==> config.mk <==
export PLATFORM = sky130hd
export DESIGN_NAME = pse_bus_slave
export DESIGN_NICKNAME = d
export VERILOG_FILES = /design/src/rtl/pse_i2c_pkg.sv /design/src/rtl/pse_line_sync.sv /design/src/rtl/pse_bus_fsm.sv /design/src/rtl/pse_reg_file.sv /design/src/rtl/pse_bus_slave.sv
export SDC_FILE = /design/constraint.sdc
export NUM_CORES = 1
export LEC_CHECK = 0
export BUFFER_PORTS_ARGS = -buffer_cell sky130_fd_sc_hd__buf_2
export CAP_MARGIN = 25
export CORE_ASPECT_RATIO = 2
export CORE_MARGIN = 1.5
export CORE_UTILIZATION = 45
export CTS_CLUSTER_DIAMETER = 50
export DETAILED_ROUTE_END_ITERATION = 7
export RECOVER_POWER = 50
export SETUP_SLACK_MARGIN = 0.15
export SLEW_MARGIN = 20
export SYNTH_ARGS = -nofsm -noshare
export SYNTH_HDL_FRONTEND = slang
export SYNTH_SLANG_ARGS = --single-unit
==> constraint.sdc <==
create_clock -name clk -period 6.6 [get_ports clk]
set_input_delay 0.66 -clock clk [delete_from_list [all_inputs] [get_ports clk]]
set_output_delay 0.66 -clock clk [all_outputs]
set_load 0.005 [all_outputs]
==> src/rtl/pse_i2c_pkg.sv <==
package pse_i2c_pkg;
  localparam logic [6:0] BCAST_ADDR = 7'h30;
  localparam logic [6:0] ALERT_ADDR = 7'h0C;
  localparam logic [2:0] ADDR_HI    = 3'b010;

  typedef enum logic [2:0] {
    ST_IDLE,
    ST_RX,
    ST_ACK,
    ST_TX,
    ST_MACK
  } bus_st_t;

  typedef enum logic [1:0] {
    RX_ADDR,
    RX_PTR,
    RX_DATA
  } rx_kind_t;
endpackage

==> src/rtl/pse_line_sync.sv <==
module pse_line_sync #(
  parameter int STAGES = 2
) (
  input  logic clk,
  input  logic rst_n,
  input  logic scl_i,
  input  logic sda_i,
  output logic scl_s,
  output logic sda_s,
  output logic scl_rise,
  output logic scl_fall,
  output logic start_det,
  output logic stop_det
);
  logic [STAGES-1:0] scl_q, sda_q;
  logic              scl_d, sda_d;

  generate
    if (STAGES == 1) begin : g_one
      always_ff @(posedge clk or negedge rst_n) begin
        if (!rst_n) begin
          scl_q <= '1;
          sda_q <= '1;
        end else begin
          scl_q <= scl_i;
          sda_q <= sda_i;
        end
      end
    end else begin : g_chain
      always_ff @(posedge clk or negedge rst_n) begin
        if (!rst_n) begin
          scl_q <= '1;
          sda_q <= '1;
        end else begin
          scl_q <= {scl_q[STAGES-2:0], scl_i};
          sda_q <= {sda_q[STAGES-2:0], sda_i};
        end
      end
    end
  endgenerate

  always_ff @(posedge clk or negedge rst_n) begin
    if (!rst_n) begin
      scl_d <= 1'b1;
      sda_d <= 1'b1;
    end else begin
      scl_d <= scl_q[STAGES-1];
      sda_d <= sda_q[STAGES-1];
    end
  end

  assign scl_s     = scl_q[STAGES-1];
  assign sda_s     = sda_q[STAGES-1];
  assign scl_rise  = scl_s && !scl_d;
  assign scl_fall  = !scl_s && scl_d;
  assign start_det = scl_s && scl_d && sda_d && !sda_s;
  assign stop_det  = scl_s && scl_d && !sda_d && sda_s;
endmodule

==> src/rtl/pse_bus_fsm.sv <==
module pse_bus_fsm
  import pse_i2c_pkg::*;
(
  input  logic       clk,
  input  logic       rst_n,
  input  logic       scl_rise,
  input  logic       scl_fall,
  input  logic       sda_s,
  input  logic       start_det,
  input  logic       stop_det,
  input  logic [6:0] own_addr,
  input  logic       int_active,
  input  logic [7:0] rd_data,
  output logic       wr_en,
  output logic       rd_en,
  output logic [7:0] reg_addr,
  output logic [7:0] wr_data,
  output logic       sda_oe
);
  bus_st_t    st;
  rx_kind_t   kind;
  logic [3:0] cnt;
  logic [7:0] sh, ptr;
  logic       rw_q, ara_q, mack_q;
  logic       hit_own, hit_bc, hit_ara;

  // address decode on the completed first byte
  always_comb begin
    hit_own = (sh[7:1] == own_addr);
    hit_bc  = (sh[7:1] == BCAST_ADDR) && !sh[0];
    hit_ara = (sh[7:1] == ALERT_ADDR) && sh[0] && int_active;
  end

  assign reg_addr = ptr;
  assign wr_data  = sh;
  assign wr_en    = scl_fall && (st == ST_RX) && (kind == RX_DATA) && (cnt == 4'd8);
  assign rd_en    = scl_fall &&
                    (((st == ST_ACK) && (kind == RX_ADDR) && rw_q && !ara_q) ||
                     ((st == ST_MACK) && mack_q));
  assign sda_oe   = (st == ST_ACK) || ((st == ST_TX) && !sh[7]);

  always_ff @(posedge clk or negedge rst_n) begin
    if (!rst_n) begin
      st     <= ST_IDLE;
      kind   <= RX_ADDR;
      cnt    <= '0;
      sh     <= '0;
      ptr    <= '0;
      rw_q   <= 1'b0;
      ara_q  <= 1'b0;
      mack_q <= 1'b0;
    end else if (start_det) begin
      st   <= ST_RX;
      kind <= RX_ADDR;
      cnt  <= '0;
    end else if (stop_det) begin
      st <= ST_IDLE;
    end else begin
      unique case (st)
        ST_IDLE: ;
        ST_RX: begin
          if (scl_rise && cnt != 4'd8) begin
            sh  <= {sh[6:0], sda_s};
            cnt <= cnt + 4'd1;
          end else if (scl_fall && cnt == 4'd8) begin
            cnt <= '0;
            unique case (kind)
              RX_ADDR: begin
                if (hit_own || hit_bc || hit_ara) begin
                  st    <= ST_ACK;
                  rw_q  <= sh[0];
                  ara_q <= hit_ara;
                end else begin
                  st <= ST_IDLE;
                end
              end
              RX_PTR: begin
                ptr <= sh;
                st  <= ST_ACK;
              end
              default: begin
                ptr <= ptr + 8'd1;
                st  <= ST_ACK;
              end
            endcase
          end
        end
        ST_ACK: begin
          if (scl_fall) begin
            if (kind == RX_ADDR && rw_q) begin
              st  <= ST_TX;
              cnt <= '0;
              if (ara_q) begin
                sh <= {own_addr, 1'b1};
              end else begin
                sh  <= rd_data;
                ptr <= ptr + 8'd1;
              end
            end else begin
              st   <= ST_RX;
              kind <= (kind == RX_ADDR) ? RX_PTR : RX_DATA;
            end
          end
        end
        ST_TX: begin
          if (scl_fall) begin
            if (cnt == 4'd7) begin
              st <= ST_MACK;
            end else begin
              sh  <= {sh[6:0], 1'b0};
              cnt <= cnt + 4'd1;
            end
          end
        end
        ST_MACK: begin
          if (scl_rise) begin
            mack_q <= !sda_s;
          end else if (scl_fall) begin
            if (mack_q) begin
              st  <= ST_TX;
              sh  <= rd_data;
              ptr <= ptr + 8'd1;
              cnt <= '0;
            end else begin
              st <= ST_IDLE;
            end
          end
        end
        default: st <= ST_IDLE;
      endcase
    end
  end
endmodule

==> src/rtl/pse_reg_file.sv <==
module pse_reg_file #(
  parameter int EVT_W       = 8,
  parameter int N_GP        = 8,
  parameter int GP_BASE     = 16,
  parameter int CFG_IDX     = 7,
  parameter int EVT_ADDR    = 0,
  parameter int EVT_RC_ADDR = 1,
  parameter int CMD_ADDR    = 26
) (
  input  logic             clk,
  input  logic             rst_n,
  input  logic             wr_en,
  input  logic             rd_en,
  input  logic [7:0]       addr,
  input  logic [7:0]       wr_data,
  input  logic [EVT_W-1:0] evt_set,
  output logic [7:0]       rd_data,
  output logic             int_en,
  output logic [EVT_W-1:0] ev,
  output logic             int_active
);
  logic [7:0] gp [N_GP];
  logic       clr_all, clr_rd;

  genvar gi;
  generate
    for (gi = 0; gi < N_GP; gi++) begin : g_gp
      localparam logic [7:0] RST_VAL = (gi == CFG_IDX) ? 8'h80 : 8'h00;
      always_ff @(posedge clk or negedge rst_n) begin
        if (!rst_n) gp[gi] <= RST_VAL;
        else if (wr_en && addr == 8'(GP_BASE + gi)) gp[gi] <= wr_data;
      end
    end
  endgenerate

  assign clr_all = wr_en && (addr == 8'(CMD_ADDR)) && wr_data[7];
  assign clr_rd  = rd_en && (addr == 8'(EVT_RC_ADDR));

  always_ff @(posedge clk or negedge rst_n) begin
    if (!rst_n) ev <= '0;
    else if (clr_all || clr_rd) ev <= evt_set;
    else ev <= ev | evt_set;
  end

  always_comb begin
    rd_data = '0;
    for (int i = 0; i < N_GP; i++) begin
      if (addr == 8'(GP_BASE + i)) rd_data = gp[i];
    end
    if (addr == 8'(EVT_ADDR) || addr == 8'(EVT_RC_ADDR)) rd_data[EVT_W-1:0] = ev;
  end

  assign int_en     = gp[CFG_IDX][7];
  assign int_active = int_en && (|ev);
endmodule

==> src/rtl/pse_bus_slave.sv <==
module pse_bus_slave
  import pse_i2c_pkg::*;
#(
  parameter int SYNC_STAGES = 2,
  parameter int EVT_W       = 8
) (
  input  logic             clk,
  input  logic             rst_n,
  input  logic             scl_i,
  input  logic             sda_i,
  input  logic [3:0]       strap_i,
  input  logic [EVT_W-1:0] evt_set,
  output logic             sda_oe,
  output logic             int_n
);
  logic             scl_s, sda_s, scl_rise, scl_fall, start_det, stop_det;
  logic             wr_en, rd_en, int_en, int_active;
  logic [7:0]       reg_addr, wr_data, rd_data;
  logic [EVT_W-1:0] ev;
  logic [6:0]       own_addr;

  assign own_addr = {ADDR_HI, strap_i};

  pse_line_sync #(.STAGES(SYNC_STAGES)) sync_i (
    .clk(clk), .rst_n(rst_n), .scl_i(scl_i), .sda_i(sda_i),
    .scl_s(scl_s), .sda_s(sda_s), .scl_rise(scl_rise), .scl_fall(scl_fall),
    .start_det(start_det), .stop_det(stop_det)
  );

  pse_bus_fsm fsm_i (
    .clk(clk), .rst_n(rst_n), .scl_rise(scl_rise), .scl_fall(scl_fall),
    .sda_s(sda_s), .start_det(start_det), .stop_det(stop_det),
    .own_addr(own_addr), .int_active(int_active), .rd_data(rd_data),
    .wr_en(wr_en), .rd_en(rd_en), .reg_addr(reg_addr), .wr_data(wr_data),
    .sda_oe(sda_oe)
  );

  pse_reg_file #(.EVT_W(EVT_W)) regs_i (
    .clk(clk), .rst_n(rst_n), .wr_en(wr_en), .rd_en(rd_en), .addr(reg_addr),
    .wr_data(wr_data), .evt_set(evt_set), .rd_data(rd_data), .int_en(int_en),
    .ev(ev), .int_active(int_active)
  );

  assign int_n = !int_active;
endmodule

### Word level (Yosys, flattened, before mapping)

Cells that the tools add are included.

* add/sub/neg operators: 2
* equal/unequal tests: 52
* mux-type cells: 62
* bitwise operators: 4
* reductions and logical operators: 64

Operators with widths (number)
* 2-to-1 mux 8 bit: 27
* equality test 8 x 5 -> 1 bit, second input constant: 9
* 2-to-1 mux 4 bit: 11
* logical AND 1 bit: 34
* one-hot mux 8 bit (4 select lines): 1
* 2-to-1 mux 3 bit: 9
* one-hot mux 8 bit (3 select lines): 1
* 2-to-1 mux 2 bit: 10
* != test 2 bit, second input constant: 8
* one-hot mux 4 bit (4 select lines): 1
* one-hot mux 8 bit (2 select lines): 1
* != test 3 x 1 -> 1 bit, second input constant: 5
* one-hot mux 3 bit (5 select lines): 1
* != test 2 x 1 -> 1 bit, second input constant: 6
* != test 4 x 1 -> 1 bit, second input constant: 3
* != test 4 x 2 -> 1 bit, second input constant: 3
* AND reduction 12 bit: 1
* AND reduction 11 bit: 1
* AND reduction 10 bit: 1
* adder 8 x 1 -> 8 bit, second input constant: 1
* equality test 8 x 1 -> 1 bit, second input constant: 1
* logical NOT 1 bit: 8
* logical NOT 8 bit: 1
* != test 4 bit, second input constant: 2
* 27 further kinds: 38

* register bits after elaboration: 106
* input bits: 16
* output and inout port bits: 2
* word-level logic and storage cells: 205

### Logic depth before layout (Yosys ltp)

Gate-level depths: netlist of the first run.

* word-level depth: 14
* depth in mapped cells: 10

### By module

From an unflattened synthesis of the first run, not the netlist that was laid out.

* cells, all modules: 574
* area total of the unflattened synthesis: 6094.6 µm²

By module, submodules not included
* pse_reg_file: times used 1, cells each 305, area each 3689.8 µm², seq. area each 1803.0 µm²
* pse_bus_fsm: times used 1, cells each 256, area each 2203.4 µm², seq. area each 700.7 µm²
* pse_line_sync: times used 1, cells each 10, area each 190.2 µm², seq. area each 157.7 µm²
* pse_bus_slave: times used 1, cells each 3, area each 11.3 µm², seq. area each 0.0 µm²

### Worst setup path before layout of the first run

Ideal clock, no wire load.

* path kind: reg2reg
* from: reg fsm_i.ptr[0] (netlist: fsm_i.reg_addr[0])
* to: reg fsm_i.sh[1] (netlist: fsm_i.wr_data[1])
* library setup time: 73 ps
* data arrival time: 2035 ps
* slack: 4491 ps
* stages on the path, launching flop included: 11
* clock period less this slack: 2109 ps
* cell sequence: dfrtp_1 inv_1 ha_1 buf_2 nor2b_1 clkbuf_1 a22oi_1 o32a_1 o31ai_1 a21oi_1 a21oi_2

* longest elaborated chain between the ends: 14
* elaborated cells between the ends (all ways): 27

Ends and longest elaborated chain
* start: declaration: line pse_bus_fsm.sv:23 `logic [7:0] sh, ptr;`
* start signal: assignment: line pse_bus_fsm.sv:78 `ptr <= sh;`
* start signal: assignment: line pse_bus_fsm.sv:82 `ptr <= ptr + 8'd1;`
* start signal: assignment: line pse_bus_fsm.sv:97 `ptr <= ptr + 8'd1;`
* equality test 8 x 5 -> 1 bit: line pse_reg_file.sv:48 `if (addr == 8'(GP_BASE + i)) rd_data = gp[i];`
* 2-to-1 mux 8 bit (8 in a row): line pse_reg_file.sv:48
* 2-to-1 mux 8 bit (*): line pse_reg_file.sv:50 `if (addr == 8'(EVT_ADDR) || addr == 8'(EVT_RC_ADDR)) rd_data[EVT_W-1:0] = ev;`
* 2-to-1 mux 8 bit, on equally long branches: line pse_bus_fsm.sv:119, pse_bus_fsm.sv:93
* 2-to-1 mux 8 bit, on equally long branches: line pse_bus_fsm.sv:118, pse_bus_fsm.sv:90
* 2-to-1 mux 8 bit, on equally long branches: line pse_bus_fsm.sv:116, pse_bus_fsm.sv:89
* one-hot mux 8 bit (4 select lines) (*): line pse_bus_fsm.sv:59 `unique case (st)`
* end signal: assignment: line pse_bus_fsm.sv:63 `sh <= {sh[6:0], sda_s};`
* end signal: assignment: line pse_bus_fsm.sv:110 `sh <= {sh[6:0], 1'b0};`
* end signal: assignment: line pse_bus_fsm.sv:121 `sh <= rd_data;`
* end: declaration: line pse_bus_fsm.sv:23

Mark *: on every way between the ends. The rest lies on a longest branch, timed or not. The select of a mux whose other input is x is not followed.
A chain may end at the register's enable or synchronous reset.

### Final worst setup path of the first run

* from: reg fsm_i.ptr[1] (netlist: fsm_i.reg_addr[1])
* to: reg fsm_i.sh[6] (netlist: fsm_i.wr_data[6])

Same word-level chain as after synthesis.

==> impl_metrics.csv, run 1 <==
group,metric,value,unit
status,status,"finished with violations",
status,failed_checks,"max-capacitance violations, max-slew violations",
worst_setup_path,slowest_delay,0.78,ns
worst_setup_path,end_kind,"register",
logic_synthesis,synth_fp_nets,549,
global_routing,antenna_found_initial,0,
detailed_routing,ant_nets,0,
clock_network,cts_buffer_depth,2,
logic_synthesis,synth-compound-area-share,18.1,%
logic_synthesis,synth_area,5610,µm²
worst_setup_path,required,6.87,ns
sta,hold_slack,0.369,ns
floorplanning,coreArea,12100,µm²
floorplanning,fp-row-count,57,
logic_synthesis,synth_area_leader_cell,"dfrtp_1",
global_routing,grt_max_degree,67,
global_routing,grt_pass1_vias,4455,
pwr,vdd_ir_drop_max,0.000162,V
worst_setup_path,timing.rr.start,"fsm_i.reg_addr[1]",
place,gp_congestion,0.926,
worst_setup_path,rr_endpoint,"fsm_i.wr_data[6]",
final_layout,syn_to_final_growth,8.32,%
logic_synthesis,yosysSeqAreaShare,47.4,%
logic_synthesis,synth_simple_gate_area_share,15.5,%
detailed_routing,drt_drc_violations_left,0,
pwr,p_total,2.03,mW
logic_synthesis,synth_async_sr_flop_share,100,%
worst_setup_path,worst_path_most_repeated_cell,"a31oi_1",
clock_network,cts_made_buffers,9,
sta,min_period,3.04,ns
floorplanning,io_pins,18,
worst_setup_path,worst_path_max_delay_cell,"nor2b_1",
sta,timing_hold_violations_final,0,
worst_setup_path,cp_num_buf_inv,1,
sta,skew,0.00575,ns
logic_synthesis,synth_xor_xnor_area_share,0.937,%
detailed_routing,via_per_inst,6.49,
detailed_routing,vias,4390,
place,dp_hpwl,11.7,mm
sta,slew_violations,42,
worst_setup_path,worstPathArrival,3.31,ns
worst_setup_path,r2r_slack,3.56,ns
final_layout,nNetsFinal,546,
worst_hold_path,holdPathEnd,"sync_i.scl_q[1]",
logic_synthesis,synth_top_family_by_area,"compound AO/OA/AOI/OAI gates",
clock_network,cts_tree,"yes",
run,drv_cap,1,
pwr,power.leakage,2.86,nW
logic_synthesis,synth_cell_type_count,69,
detailed_routing,drt_wl_total,16.1,mm
final_layout,layout-drive-gt1-share,21.9,%
global_routing,track_usage,26.2,%
detailed_routing,met3_length,683,µm
worst_setup_path,critPathTopFamily,"simple AND/OR/NAND/NOR gates",
clock_network,htreeDepth,3,
floorplanning,die_h,161,µm
logic_synthesis,synth-seq-cells,106,
sta,slew_headroom,-45.8,%
worst_setup_path,criticalPathCategory,"reg2reg",
logic_synthesis,ys.flop_type,"dfrtp_1",
sta,rsz0062_at_grt,"false",
final_layout,fin_util,50.1,%
worst_hold_path,min-delay-start,"sync_i.scl_q[0]",
detailed_routing,drtPass1Iterations,5,
sta,tightest_slew,2.19,ns
worst_setup_path,start_kind,"register",
sta,fin_tns_setup,0,ns
logic_synthesis,muxShareOfSynthArea,13.2,%
sta,fmax,329,MHz
worst_setup_path,reg2reg_depth,8,
logic_synthesis,synth_edf_count,0,
global_routing,grt-ovfl-total,0,
worst_hold_path,hold_path_class,"reg2reg",
clock_network,cts_setup_buffers,0,
logic_synthesis,yosysWarnings,0,
logic_synthesis,syn_avg_cell_area,10.6,µm²
final_layout,antenna_cells,0,
logic_synthesis,ys_top_cells_by_area,"dfrtp_1 44%, mux2_2 11%, dfstp_2 3.3%",
place,port_buffers,17,
clock_network,clock_latency,0.34,ns
global_routing,grt_pass1_wl,25.3,mm
logic_synthesis,syn_inst,527,
detailed_routing,routed.top_layer,"met4",
sta,finalSetupViolCount,0,
sta,post-route-period-util,46.1,%
clock_network,clock-root-buffer,"clkbuf_16",
worst_setup_path,crit_chain,"inv_1 -> ha_1 -> nor2b_1 -> a221oi_1 -> o41ai_1 -> a31oi_1 -> or3_1 -> a31oi_1",
detailed_routing,wl_met1,5.77,mm
detailed_routing,drtIter0Drc,381,
floorplanning,die_w,81.9,µm
clock_network,cts_resized,0,
clock_network,path_clk_slew,0.07,ns
worst_setup_path,path_max_fanout,24,
detailed_routing,wl_met2,8.45,mm
clock_network,cts.sinks,106,
floorplanning,die_area,13200,µm²
logic_synthesis,synth_top_area_share,44.2,%
clock_network,ctsHoldBuffers,0,
floorplanning,start_util,46.3,%
detailed_routing,route.detailed.wl_per_inst,23.9,µm
worst_hold_path,hold_path_depth,0,
logic_synthesis,synthAdderAreaFrac,1.34,%
place,placed_cells,660,
pwr,powerDensity,333,nW/µm²
final_layout,finalNonFillerCells,676,
sequential cells by signal, indices dropped and copies added (netlist names), 2 cells and up:
| signal | cells |
|---|---|
| regs_i.gp | 63 |
| fsm_i.reg_addr | 8 |
| fsm_i.wr_data | 8 |
| regs_i.ev | 8 |
| fsm_i.cnt | 4 |
| fsm_i.st | 3 |
| fsm_i.kind | 2 |
| sync_i.scl_q | 2 |
| sync_i.sda_q | 2 |
through the flow:
stage                     setup WS, ns  instance area (µm²)
after floorplan                   4.49                 5610
after global placement            3.80                 5750
after detailed placement          3.65                 5750
after CTS                         3.63                 6080
after global routing              3.26                 6080
final                             3.56                 6080
how the worst max path moves through the flow:
stage	endpoint	slack [ns]	startpoint	cells past startpoint
2_1_floorplan	fsm_i.wr_data[1]	4.49	fsm_i.reg_addr[0]	10
3_3_place_gp	fsm_i.wr_data[6]	3.80	fsm_i.reg_addr[1]	8
3_5_place_dp	fsm_i.wr_data[6]	3.65	fsm_i.reg_addr[1]	8
4_1_cts	fsm_i.wr_data[6]	3.63	fsm_i.reg_addr[1]	8
5_1_grt	fsm_i.wr_data[6]	3.26	fsm_i.reg_addr[1]	8
6_report	fsm_i.wr_data[6]	3.56	fsm_i.reg_addr[1]	8
power breakdown:
group | total (mW) | switching [mW] | leakage [nW] | internal, mW
Sequential | 0.874 | 0.179 | 1.38 | 0.695
Clock | 0.596 | 0.249 | 0.164 | 0.347
Combinational | 0.555 | 0.369 | 1.32 | 0.187
cells in the final DEF, fill, tap and decap left out, types with 10 or more instances in the layout:
cell | netlist | layout
dfrtp_1 | 99 | 99
mux2_2 | 55 | 55
nand2_1 | 34 | 34
a21oi_1 | 33 | 33
nor2_1 | 30 | 30
o21ai_0 | 28 | 28
nand3_1 | 17 | 17
buf_2 | 6 | 16
a221oi_1 | 14 | 14
inv_1 | 13 | 13
o22ai_1 | 13 | 13
a31oi_1 | 10 | 10
cell type report:
cell class | instances | area [µm²]
tap | 147 | 184
sequential | 106 | 2660
timing repair buffer | 19 | 98.8
clock inverter | 6 | 95.1
clock buffer | 10 | 239
fill | 1109 | 6050
inverter | 13 | 48.8
multi-input combinational | 375 | 2750
worst reg2reg max path: stages, from the launching register on:
cell	delay, ns
dfrtp_1	0.44
inv_1	0.10
ha_1	0.50
nor2b_1	0.79
a221oi_1	0.19
o41ai_1	0.32
a31oi_1	0.12
or3_1	0.35
a31oi_1	0.15
synth_stat cells (all sizes together) (4+ instances only):
| cell type | n |
|---|---|
| a21o | 9 |
| a21oi | 34 |
| a221oi | 14 |
| a22oi | 4 |
| a31oi | 10 |
| and3 | 4 |
| buf | 10 |
| clkbuf | 23 |
| dfrtp | 99 |
| dfstp | 7 |
| ha | 6 |
| inv | 13 |
| mux2 | 63 |
| nand2 | 41 |
| nand2b | 4 |
| nand3 | 17 |
| nand3b | 6 |
| nand4 | 5 |
| nor2 | 32 |
| nor2b | 8 |
| nor3 | 11 |
| o211ai | 5 |
| o21ai | 29 |
| o22ai | 13 |
| xor2 | 5 |
metal layers:
layer | global-route usage, % | vias up
li1 | - | 1953
met1 | 28.2 | 2200
met2 | 44.2 | 169
met3 | 4.38 | 68
met4 | 19.5 | 0
met5 | 0 | -
kinds of logic after synthesis:
logic type      Yosys count
simple gates            147
xor+xnor                  6
compound gates          150
mux                      66
flops                   106
fa+ha+maj                 6
buf+inv                  46
Power figures use the tool's default switching activity.
==> run 2, diff against run 1 <==
==> constraint.sdc (replaced) <==
create_clock -name clk -period 3.2 [get_ports clk]
set_input_delay 0.32 -clock clk [delete_from_list [all_inputs] [get_ports clk]]
set_output_delay 0.32 -clock clk [all_outputs]
set_load 0.005 [all_outputs]
==> run 2 against run 1 <==
  * The run still ends with max-capacitance violations, max-slew violations left
  * Combinational power increased by 120%
  * Maximum frequency increased by 7.1%
  * Total power increased by 100%
  * Critical endpoint unchanged
  * Largest cell class unchanged
  * Largest power group unchanged
==> impl_metrics.csv, run 2 (same netlist as run 1, synthesis figures left out) <==
group,metric,value,unit
worst_setup_path,crit_chain,"inv_1 -> ha_1 -> nor2b_1 -> a221oi_1 -> o41ai_1 -> a31oi_1 -> or3_1 -> a31oi_1",
pwr,vdd_ir_drop_max,0.000365,V
clock_network,clock_latency,0.35,ns
final_layout,layout_common_cells,"99 x dfrtp_1, 55 x mux2_2, 34 x nand2_1",
detailed_routing,via_per_inst,6.50,
sta,skew,0.00624,ns
worst_setup_path,end_kind,"register",
floorplanning,fp-row-count,57,
detailed_routing,drtPass1Iterations,5,
worst_setup_path,cp_num_buf_inv,1,
sta,min_period,2.84,ns
worst_hold_path,hold_path_depth,1,
sta,rsz0062_at_grt,"false",
final_layout,largest_reg_flops,63,
sta,tightest_slew,2.80,ns
clock_network,cts_setup_buffers,0,
sta,slew_headroom,-86.6,%
global_routing,grt_max_degree,52,
clock_network,clock-root-buffer,"clkbuf_16",
sta,setup_ws,0.361,ns
final_layout,finalNonFillerCells,684,
final_layout,design_area,6100,µm²
detailed_routing,drt_wl_total,16.1,mm
place,port_buffers,17,
worst_setup_path,worstPathArrival,3.11,ns
run,drv_cap,1,
worst_setup_path,slowest_delay,0.54,ns
final_layout,syn_to_final_growth,8.70,%
final_layout,layout-drive-gt1-share,23.1,%
place,dp_hpwl,11.8,mm
clock_network,path_clk_slew,0.08,ns
place,dpl_cell_area,5810,µm²
worst_setup_path,worst_path_max_delay_cell,"nor2b_1",
detailed_routing,route.detailed.wl_per_inst,23.5,µm
worst_hold_path,hold_path_class,"in2reg",
detailed_routing,ant_nets,0,
clock_network,cts.sinks,106,
place,placed_cells,668,
clock_network,cts_buffer_depth,2,
floorplanning,die_h,161,µm
worst_setup_path,critPathTopFamily,"simple AND/OR/NAND/NOR gates",
sta,post-route-period-util,88.7,%
clock_network,htreeDepth,3,
clock_network,cts_resized,0,
final_layout,antenna_cells,0,
clock_network,ctsHoldBuffers,0,
floorplanning,io_pins,18,
sta,timing_hold_violations_final,0,
pwr,power.leakage,2.88,nW
detailed_routing,drt_drc_violations_left,0,
sta,fin_tns_setup,0,ns
detailed_routing,vias,4447,
final_layout,final_common_cell,"dfrtp_1",
clock_network,cts_made_buffers,9,
global_routing,grt_pass1_vias,4604,
floorplanning,die_w,81.9,µm
place,pre_cts_slack,0.385,ns
sta,slew_violations,52,
status,status,"finished with violations",
floorplanning,start_util,46.3,%
floorplanning,die_area,13200,µm²
sta,finalSetupViolCount,0,
worst_setup_path,required,3.47,ns
final_layout,top_register,"regs_i.gp",
worst_setup_path,start_kind,"register",
worst_setup_path,path_max_fanout,8,
global_routing,track_usage,25.9,%
detailed_routing,drtIter0Drc,354,
sta,fmax,352,MHz
global_routing,antenna_found_initial,0,
global_routing,grt-ovfl-total,0,
worst_setup_path,crit_cells,8,
global_routing,grt_pass1_wl,25.0,mm
worst_setup_path,criticalPathCategory,"reg2reg",
final_layout,fin_util,50.3,%
worst_setup_path,reg2reg_depth,8,
worst_setup_path,worst_path_most_repeated_cell,"a31oi_1",
pwr,powerDensity,673,nW/µm²
clock_network,cts_tree,"yes",
floorplanning,coreArea,12100,µm²
status,failed_checks,"max-capacitance violations, max-slew violations",
final_layout,nNetsFinal,554,
place,gp_congestion,0.909,
## run 2: routing by layer
| metal | GRT usage [%] | routed length [µm] | vias up |
|---|---|---|---|
| li1 | - | - | 1983 |
| met1 | 26.6 | 5590 | 2252 |
| met2 | 46.5 | 8810 | 143 |
| met5 | 0 | 0 | - |
| met4 | 16.7 | 1140 | 0 |
| met3 | 3.86 | 542 | 69 |
## run 2: final cells by class
type,count,area [µm²]
repair buffers,27,159
well taps,147,184
clock inverters,7,70.1
clock buffers,9,225
fillers,1141,6030
inverters,13,48.8
flip-flops and latches,106,2660
multi-input cells,375,2750
## run 2: final timing paths
check / slack (ns) / end / start
min reg2reg: 0.37 / sync_i.sda_q[1] / sync_i.sda_q[0]
max in group asynchronous: 0.75 / fsm_i.wr_data[3] / rst_n
min: 0.06 / sync_i.scl_q[0] / scl_i
max: 0.36 / fsm_i.wr_data[6] / fsm_i.reg_addr[0]
min in group asynchronous: 0.85 / fsm_i.rw_q / rst_n
max reg2reg: 0.36 / fsm_i.wr_data[6] / fsm_i.reg_addr[0]
## run 2: report_power, final
group / internal, mW / total, mW / switching, mW
registers: 1.43 / 1.81 / 0.378
clock network: 0.549 / 1.09 / 0.545
logic: 0.413 / 1.20 / 0.782
total: 2.40 / 4.10 / 1.71
## run 2: per-stage QoR
stage | total power, mW | hold WS [ns]
2_1_floorplan | 2.48 | 0.0244
3_3_place_gp | 3.00 | 0.347
3_5_place_dp | 3.01 | 0.350
4_1_cts | 4.10 | 0.0183
5_1_grt | 4.29 | 0.0615
6_report | 4.10 | 0.0619
